File: src/rtl/pst_tmr_pkg.sv
// Package: shared types and helpers of the prescaled timer.
// Assumes: the prescale code is 2 bits wide; the divisors are powers of two.
package pst_tmr_pkg;

    typedef enum logic [1:0] {
        PS_DIV1 = 2'd0,
        PS_DIV2 = 2'd1,
        PS_DIV4 = 2'd2,
        PS_DIV8 = 2'd3
    } ps_code_t;

    localparam int PS_CNT_W = 3;

    // Terminal value of the prescaler counter for a given code (divisor - 1).
    function automatic logic [PS_CNT_W-1:0] ps_last(input ps_code_t code);
        case (code)
            PS_DIV1: ps_last = 3'd0;
            PS_DIV2: ps_last = 3'd1;
            PS_DIV4: ps_last = 3'd3;
            default: ps_last = 3'd7;
        endcase
    endfunction

endpackage

File: src/rtl/pst_tick_source.sv
// Module: pst_tick_source
// Picks the raw count source. Internal: a free-running phase counter that
// produces one tick every INT_DIV clocks. External: the pin is sampled by a
// shift register, and a rising edge is detected either after one flop
// (sync_on=0) or after two synchronizing flops (sync_on=1).
// Assumes: ext_pin holds each level for at least one clock; INT_DIV >= 2.
module pst_tick_source #(
    parameter int INT_DIV = 4
) (
    input  logic clk,
    input  logic rst_n,
    input  logic src_ext,
    input  logic sync_on,
    input  logic ext_pin,
    output logic src_tick
);
    localparam int PH_W = $clog2(INT_DIV);
    localparam logic [PH_W-1:0] PH_LAST = PH_W'(INT_DIV - 1);
    localparam int HIST_N = 3;

    logic [PH_W-1:0]   phase_q;
    logic [HIST_N-1:0] hist_q;
    logic              int_tick;
    logic              edge_fast;
    logic              edge_sync;
    logic              ext_tick;

    // Free-running instruction-rate phase counter.
    always_ff @(posedge clk) begin
        if (!rst_n)                  phase_q <= '0;
        else if (phase_q == PH_LAST) phase_q <= '0;
        else                         phase_q <= phase_q + 1'b1;
    end

    // Sampling shift register on the external pin.
    always_ff @(posedge clk) begin
        if (!rst_n) hist_q <= '0;
        else        hist_q <= {hist_q[HIST_N-2:0], ext_pin};
    end

    // Edge detection for both latencies and the final source select.
    always_comb begin
        int_tick  = (phase_q == PH_LAST);
        edge_fast = hist_q[0] & ~hist_q[1];
        edge_sync = hist_q[1] & ~hist_q[2];
        ext_tick  = sync_on ? edge_sync : edge_fast;
        src_tick  = src_ext ? ext_tick : int_tick;
    end

endmodule

File: src/rtl/pst_prescaler.sv
// Module: pst_prescaler
// Divides the source ticks by 1/2/4/8 while run_en is set. The divider
// counter restarts when the code or source changes, or when the count is
// loaded, and no increment comes out in a restart cycle.
// Assumes: the restart conditions are level inputs sampled every clock.
module pst_prescaler
    import pst_tmr_pkg::*;
#(
    parameter int CODE_W = 2
) (
    input  logic              clk,
    input  logic              rst_n,
    input  logic              run_en,
    input  logic              src_tick,
    input  logic [CODE_W-1:0] code,
    input  logic              src_ext,
    input  logic              ld_we,
    output logic              inc
);
    logic [PS_CNT_W-1:0] pcnt_q;
    logic [CODE_W-1:0]   code_q;
    logic                src_q;
    logic                restart;
    logic                step;
    logic                at_last;

    // Remember the previous code and source so that a change can be seen.
    always_ff @(posedge clk) begin
        if (!rst_n) begin
            code_q <= '0;
            src_q  <= 1'b0;
        end else begin
            code_q <= code;
            src_q  <= src_ext;
        end
    end

    // Restart, step and terminal-count decode.
    always_comb begin
        restart = (code != code_q) | (src_ext != src_q) | ld_we;
        step    = run_en & src_tick & ~restart;
        at_last = (pcnt_q == ps_last(ps_code_t'(code)));
        inc     = step & at_last;
    end

    // Divider counter.
    always_ff @(posedge clk) begin
        if (!rst_n)       pcnt_q <= '0;
        else if (restart) pcnt_q <= '0;
        else if (step)    pcnt_q <= at_last ? '0 : pcnt_q + 1'b1;
    end

endmodule

File: src/rtl/pst_count_core.sv
// Module: pst_count_core
// The count register, built from 8-bit lanes with a ripple carry between
// them, plus the sticky overflow flag. Priority is clear, then load, then
// increment. For the flag, a set takes priority over a clear.
// Assumes: CNT_W is a multiple of 8.
module pst_count_core #(
    parameter int CNT_W = 16
) (
    input  logic             clk,
    input  logic             rst_n,
    input  logic             evt_clr,
    input  logic             ld_we,
    input  logic [CNT_W-1:0] ld_val,
    input  logic             inc,
    input  logic             ovf_clr,
    output logic [CNT_W-1:0] count,
    output logic             ovf_flag
);
    localparam int LANE_W = 8;
    localparam int NLANE  = CNT_W / LANE_W;

    logic [NLANE:0] carry;
    logic           wrap;
    logic           ovf_q;

    assign carry[0] = inc & ~evt_clr & ~ld_we;

    for (genvar i = 0; i < NLANE; i++) begin : g_lane
        logic [LANE_W-1:0] lane_q;

        // One lane: clear, load its slice, or add its incoming carry.
        always_ff @(posedge clk) begin
            if (!rst_n)        lane_q <= '0;
            else if (evt_clr)  lane_q <= '0;
            else if (ld_we)    lane_q <= ld_val[i*LANE_W +: LANE_W];
            else if (carry[i]) lane_q <= lane_q + 1'b1;
        end

        assign carry[i+1]                   = carry[i] & (&lane_q);
        assign count[i*LANE_W +: LANE_W]    = lane_q;
    end

    assign wrap = carry[NLANE];

    // Sticky overflow flag; a set beats a clear in the same cycle.
    always_ff @(posedge clk) begin
        if (!rst_n)       ovf_q <= 1'b0;
        else if (wrap)    ovf_q <= 1'b1;
        else if (ovf_clr) ovf_q <= 1'b0;
    end

    assign ovf_flag = ovf_q;

endmodule

File: src/rtl/pst_timer16.sv
// Module: pst_timer16 (top)
// Prescaled timer/counter: picks a source, divides it, and counts it into
// a lane-built register with a sticky overflow flag.
// Assumes: all control inputs are synchronous to clk; ext_clk is treated
// as asynchronous and is only sampled.
module pst_timer16 #(
    parameter int CNT_W   = 16,
    parameter int INT_DIV = 4
) (
    input  logic             clk,
    input  logic             rst_n,
    input  logic             run_en,
    input  logic             src_ext,
    input  logic [1:0]       pre_code,
    input  logic             sync_on,
    input  logic             ext_clk,
    input  logic             evt_clr,
    input  logic             ld_we,
    input  logic [CNT_W-1:0] ld_val,
    input  logic             ovf_clr,
    output logic [CNT_W-1:0] count,
    output logic             ovf_flag
);
    logic src_tick;
    logic inc;

    pst_tick_source #(.INT_DIV(INT_DIV)) u_src (
        .clk      (clk),
        .rst_n    (rst_n),
        .src_ext  (src_ext),
        .sync_on  (sync_on),
        .ext_pin  (ext_clk),
        .src_tick (src_tick)
    );

    pst_prescaler #(.CODE_W(2)) u_ps (
        .clk      (clk),
        .rst_n    (rst_n),
        .run_en   (run_en),
        .src_tick (src_tick),
        .code     (pre_code),
        .src_ext  (src_ext),
        .ld_we    (ld_we),
        .inc      (inc)
    );

    pst_count_core #(.CNT_W(CNT_W)) u_core (
        .clk      (clk),
        .rst_n    (rst_n),
        .evt_clr  (evt_clr),
        .ld_we    (ld_we),
        .ld_val   (ld_val),
        .inc      (inc),
        .ovf_clr  (ovf_clr),
        .count    (count),
        .ovf_flag (ovf_flag)
    );

endmodule

File: config.mk
export PLATFORM = sky130hd
export DESIGN_NAME = pst_timer16
export DESIGN_NICKNAME = d
export VERILOG_FILES = /design/src/rtl/pst_tmr_pkg.sv /design/src/rtl/pst_tick_source.sv /design/src/rtl/pst_prescaler.sv /design/src/rtl/pst_count_core.sv /design/src/rtl/pst_timer16.sv
export SDC_FILE = /design/constraint.sdc
export NUM_CORES = 1
export LEC_CHECK = 0
export ABC_AREA = 1
export BUFFER_PORTS_ARGS = -buffer_cell sky130_fd_sc_hd__buf_4
export CAP_MARGIN = 20
export CORE_MARGIN = 4
export CORE_UTILIZATION = 35
export CTS_CLUSTER_SIZE = 8
export DETAILED_ROUTE_END_ITERATION = 10
export PLACE_DENSITY = 0.65
export REMOVE_ABC_BUFFERS = 1
export SLEW_MARGIN = 40
export SYNTH_ARGS = -nofsm -noshare
export SYNTH_HDL_FRONTEND = slang
export SYNTH_SLANG_ARGS = --single-unit
File: constraint.sdc
create_clock -name clk -period 2 [get_ports clk]
set_input_delay 0.6 -clock clk [delete_from_list [all_inputs] [get_ports clk]]
set_output_delay 0.6 -clock clk [all_outputs]
set_load 0.05 [all_outputs]
== After elaboration in Yosys (flattened, before gate mapping) ==
Cells that the tools add are included.

* Muxes and demuxes: 10
* Equality and inequality tests: 6
* $add $sub $neg: 4
* Reductions and logical operators: 9
* Bitwise logic cells: 17

{| class="wikitable"
|+ Operator list
! cell !! number
|-
| $mux W8 || 4
|-
| $add A8 B1 Y8 const B || 2
|-
| $reduce_and A8 Y1 || 2
|-
| $and A1 B1 Y1 || 9
|-
| $pmux W3 S3 || 1
|-
| $not A1 Y1 || 6
|-
| $reduce_bool A2 Y1 || 3
|-
| $reduce_or A2 Y1 || 3
|-
| $eq A2 B2 Y1 const B || 2
|-
| $mux W1 || 4
|-
| $add A3 B1 Y3 const B || 1
|-
| $eq A3 B3 Y1 || 1
|-
| $mux W3 || 1
|-
| $add A2 B1 Y2 const B || 1
|-
| $eq A2 B1 Y1 const B || 1
|-
| $logic_not A2 Y1 || 1
|-
| $ne A2 B2 Y1 || 1
|-
| $or A1 B1 Y1 || 2
|-
| $ne A1 B1 Y1 || 1
|}

* Register bits: 28
* Output and inout bits: 17
* Logic and storage cells: 54
* Bits of input ports: 27

== Logic depth before layout (Yosys ltp) ==
* Depth in word-level cells: 12
* Gate-level depth with buffers: 11
* Mapped depth without buffers: 11

== Cells and area by module ==
Synthesis repeated with hierarchy kept, for this count alone.

* Cell total of the unflattened synthesis: 248
* Area, all modules: 1,666.6 um^2

{| class="wikitable"
|+ By module, submodules not included
! module !! seq. area each (um^2) !! cells each !! times used !! area an instance (um^2)
|-
| pst_count_core || 340.3 || 159 || 1 || 1,078.5
|-
| pst_prescaler || 120.1 || 65 || 1 || 396.6
|-
| pst_tick_source || 100.1 || 24 || 1 || 191.4
|}

== Least setup slack after synthesis ==
Ideal clock, no wire load.

* Path kind: reg2reg
* Start point: register u_core.g_lane[0].lane_q[0]
* End point: register u_core.g_lane[1].lane_q[1]
* Period minus slack after synthesis: 2.022 ns
* Cell stages (with the launch flop): 9
* Path buffers: 1
* Setup time: 0.115 ns
* Data arrival time: 1.907 ns
* Setup slack: -0.022 ns
* Data required time: 1.885 ns
* Cell sequence: dfxtp_1 > ha_1 > nand3_1 > nor2_1 > and3_1 > nand4_4 > buf_6 > a21oi_1 > nor2_1

* Word-level cells in the longest chain between the ends: 3

{| class="wikitable"
|+ RTL lines
! element !! RTL line !! text
|-
| start: declaration || pst_count_core.sv:29 || <nowiki>logic [LANE_W-1:0] lane_q;</nowiki>
|-
| start signal: assignment || pst_count_core.sv:35 || <nowiki>else if (ld_we) lane_q <= ld_val[i*LANE_W +: LANE_W];</nowiki>
|-
| start signal: assignment || pst_count_core.sv:36 || <nowiki>else if (carry[i]) lane_q <= lane_q + 1'b1;</nowiki>
|-
| $reduce_and A8 Y1 || pst_count_core.sv:39 || <nowiki>assign carry[i+1] = carry[i] & (&lane_q);</nowiki>
|-
| $and A1 B1 Y1 || pst_count_core.sv:39 ||
|-
| $reduce_bool A2 Y1 (no source line) || - ||
|-
| end signal: assignment || pst_count_core.sv:35 ||
|-
| end signal: assignment || pst_count_core.sv:36 ||
|-
| end: declaration || pst_count_core.sv:29 ||
|}

No other way between the ends.
A chain may end at the register's enable or synchronous reset.

== Worst setup path in the final report ==
* Start point: register u_core.g_lane[0].lane_q[0]
* End point: register u_core.g_lane[1].lane_q[3]

The elaborated chain is that of the path after synthesis.

==> run summary <==
slew margin rel. -> 0.705
register share of total power -> 0.507
Yosys cell types -> 30
Maximum Capacitance Violations -> 0
Pint -> 853 uW
GRT Overall Usage -> 0.128
Register-to-Register Path Depth -> 7
Final GP Congestion -> 0.778
outcome -> completed
CTS Sinks -> 28
largest net degree at the start of global routing -> 31
hold_sp -> u_src.phase_q[0]
flip-flop and latch count after synthesis -> 28
Net count, final -> 323
post-DP HPWL -> 2900 um
Die ar. -> 5890 um2
Yosys top cell area share -> 0.339
Yosys top cell by area -> dfxtp_1
peak supply drop -> 0.356 mV
H-tree levels -> 1
hold path cells -> 1
Sw Ratio -> 0.279
first-pass GRT wire length -> 6350 um
critical path class -> reg2reg
Max Fanout on Critical Path -> 16
row cnt -> 24
final period utilization -> 0.915
CTS resizes -> 0
DIE WIDTH -> 76.8 um
Reg2Reg Capture Point -> u_core.g_lane[1].lane_q[3]
Pwr Total -> 1180 uW
dominant cells by area after synthesis -> dfxtp_1, nand2_1, nor2_1, inv_1, nand3_1
Clock Skew -> 0.00188 ns
minimum clock period -> 1.83 ns
Routed wire per std cell -> 11.1 um
Syn. warnings -> 0
final antenna-violating net count -> 0
Num CTS Buffers -> 3
final WL -> 3800 um
PortBufs -> 43
initial antenna violation count -> 0
Hold WC Path Type -> reg2reg
Worst Tran Pin Value -> 0.440 ns
Mean Syn Cell Area -> 6.62 um2
Pwr Density -> 571 nW/um2
clock network power share -> 0.295
CTS max path bufs -> 2
Lkg Pwr -> 0.00102 uW
sequential area share after synthesis -> 0.339
Vias -> 1614
Residual DRC -> 0
via/cell ratio -> 4.71
final setup vio count -> 0
Pins Over Slew Limit -> 0
Initial Util -> 0.370
fmax -> 546 MHz
RSZ-0062 raised after global routing -> no
worst hold path endpoint -> u_src.phase_q[0]
Reg clk slew, reported paths -> 0.09 ns
first drt pass iteration count -> 4
crit end category -> flip-flop
required time worst endpoint -> 2.17 ns
total gr overflow -> 0
CP startpoint kind -> flip-flop
Placeable Area -> 4470 um2
Iteration-0 DRC Markers -> 68
ANT cells -> 0
CTS tree -> built
crit path from -> u_core.g_lane[0].lane_q[0]
minimum hold slack -> 0.433 ns
Die Y -> 76.8 um
Worst R2R Start -> u_core.g_lane[0].lane_q[0]
Syn Inst Count -> 250
vias in the first global route -> 1455
Hold Vio Cnt, Final -> 0
Root Buffer -> clkbuf_8
num ports -> 44
reg2reg setup slack -> 0.17 ns
Post-CTS Setup Bufs -> 0
Mapped Area -> 1660 um2
Clk Latency, worst-skew pair -> 0.27 ns
fill count -> 469
Worst Path Arrival -> 2.00 ns
hold_buf cts -> 0
share of cells above drive strength 1 -> 0.213
post-route setup TNS -> 0 ns
Comb pwr share -> 0.198
P_sw -> 330 uW
area grow syn2layout -> 25.1%
## power by group through the flow
stage                     Sequential, uW  Clock, uW  Combinational [uW]
final                                600        348                 235
after global routing                 604        388                 264
after CTS                            600        363                 238
after detailed placement             613          0                 237
after global placement               613          0                 234
after floorplan                      651          0                99.8
## final cells by class
type,instances,area [um2],area share
repair buffers,46,345,0.167
multi-input cells,179,917,0.443
clock buffers,4,55.1,0.0266
inverters,34,128,0.0616
well taps,52,65.1,0.0314
flip-flops and latches,28,561,0.271
## worst max-delay path, cell delays in order, from the launching register on
cell and delay, ns:
dfxtp_1 0.42, ha_1 0.22, nand3_1 0.14, nor2_1 0.19
and3_1 0.25, nand4_4 0.25, a21oi_1 0.21, nor2_1 0.06
## sequential cells by signal, summed over array words and instances (netlist names)
| name | flops |
|---|---|
| u_ps.code_q | 2 |
| u_core.ovf_flag | 1 |
| u_src.hist_q | 3 |
| u_ps.src_q | 1 |
| u_src.phase_q | 2 |
| u_core.g_lane.lane_q | 16 |
| u_ps.pcnt_q | 3 |
## metrics by stage
stage	area [um2]	cells	util	setup WS (ns)
after global routing	2070	343	0.463	0.00960
after detailed placement	2020	339	0.451	0.0990
final	2070	343	0.463	0.169
after CTS	2070	343	0.463	0.158
after floorplan	1610	241	-	0.0155
after global placement	2020	339	0.451	0.118
## worst max path at each step
stage | to | slack [ns] | depth (start not counted)
2_1_floorplan | u_core.g_lane[1].lane_q[1] | 0.02 | 7
3_3_place_gp | u_core.g_lane[1].lane_q[6] | 0.12 | 7
3_5_place_dp | u_core.g_lane[1].lane_q[3] | 0.1 | 7
4_1_cts | u_core.g_lane[1].lane_q[3] | 0.16 | 7
5_1_grt | u_core.g_lane[1].lane_q[1] | 0.01 | 7
6_report | u_core.g_lane[1].lane_q[3] | 0.17 | 7
## per-layer routing
metal	up-vias	wire length, um	GRT usage	share of wire
met5	-	0	0	0
met4	0	19	0.0163	0.0050
met3	2	206	0.0363	0.054
met2	35	1730	0.220	0.45
met1	705	1850	0.162	0.49
li1	872	-	-	-
## cell usage after synthesis (all sizes together)
cell / number
nand2: 61
nor2: 35
inv: 34
dfxtp: 28
nand3: 24
o21ai: 16
a21oi: 14
nor3: 6
buf: 5
xor2: 5
clkbuf: 4
ha: 4
xnor2: 4
nand4: 3
and3: 2
a21boi: 1
a31oi: 1
nand3b: 1
nor3b: 1
nor4: 1
## cell families (layout without fill, tap and decap cells)
| kind of cell | count (synthesis) | in the layout | share of synthesized area |
|---|---|---|---|
| AOI/OAI and AO/OA | 32 | 32 | 0.0990 |
| and+or+nand+nor | 134 | 134 | 0.377 |
| xor gates and xnor gates | 9 | 9 | 0.0476 |
| buffers and inverters | 43 | 84 | 0.107 |
| DFF | 28 | 28 | 0.339 |
| adders and majority gates | 4 | 4 | 0.0302 |
## cell usage in the layout (no fill, tap or decap), types with 3 or more instances in the layout
cell type and instances:
nand2_1 58, buf_4 46, nor2_1 32, inv_1 31
dfxtp_1 28, nand3_1 22, o21ai_0 14, a21oi_1 14
nor3_1 6, xor2_1 5, xnor2_1 4, ha_1 4
clkbuf_8 4, inv_2 3, nand2_2 3
Note: power is estimated with default switching activity, not from simulation.
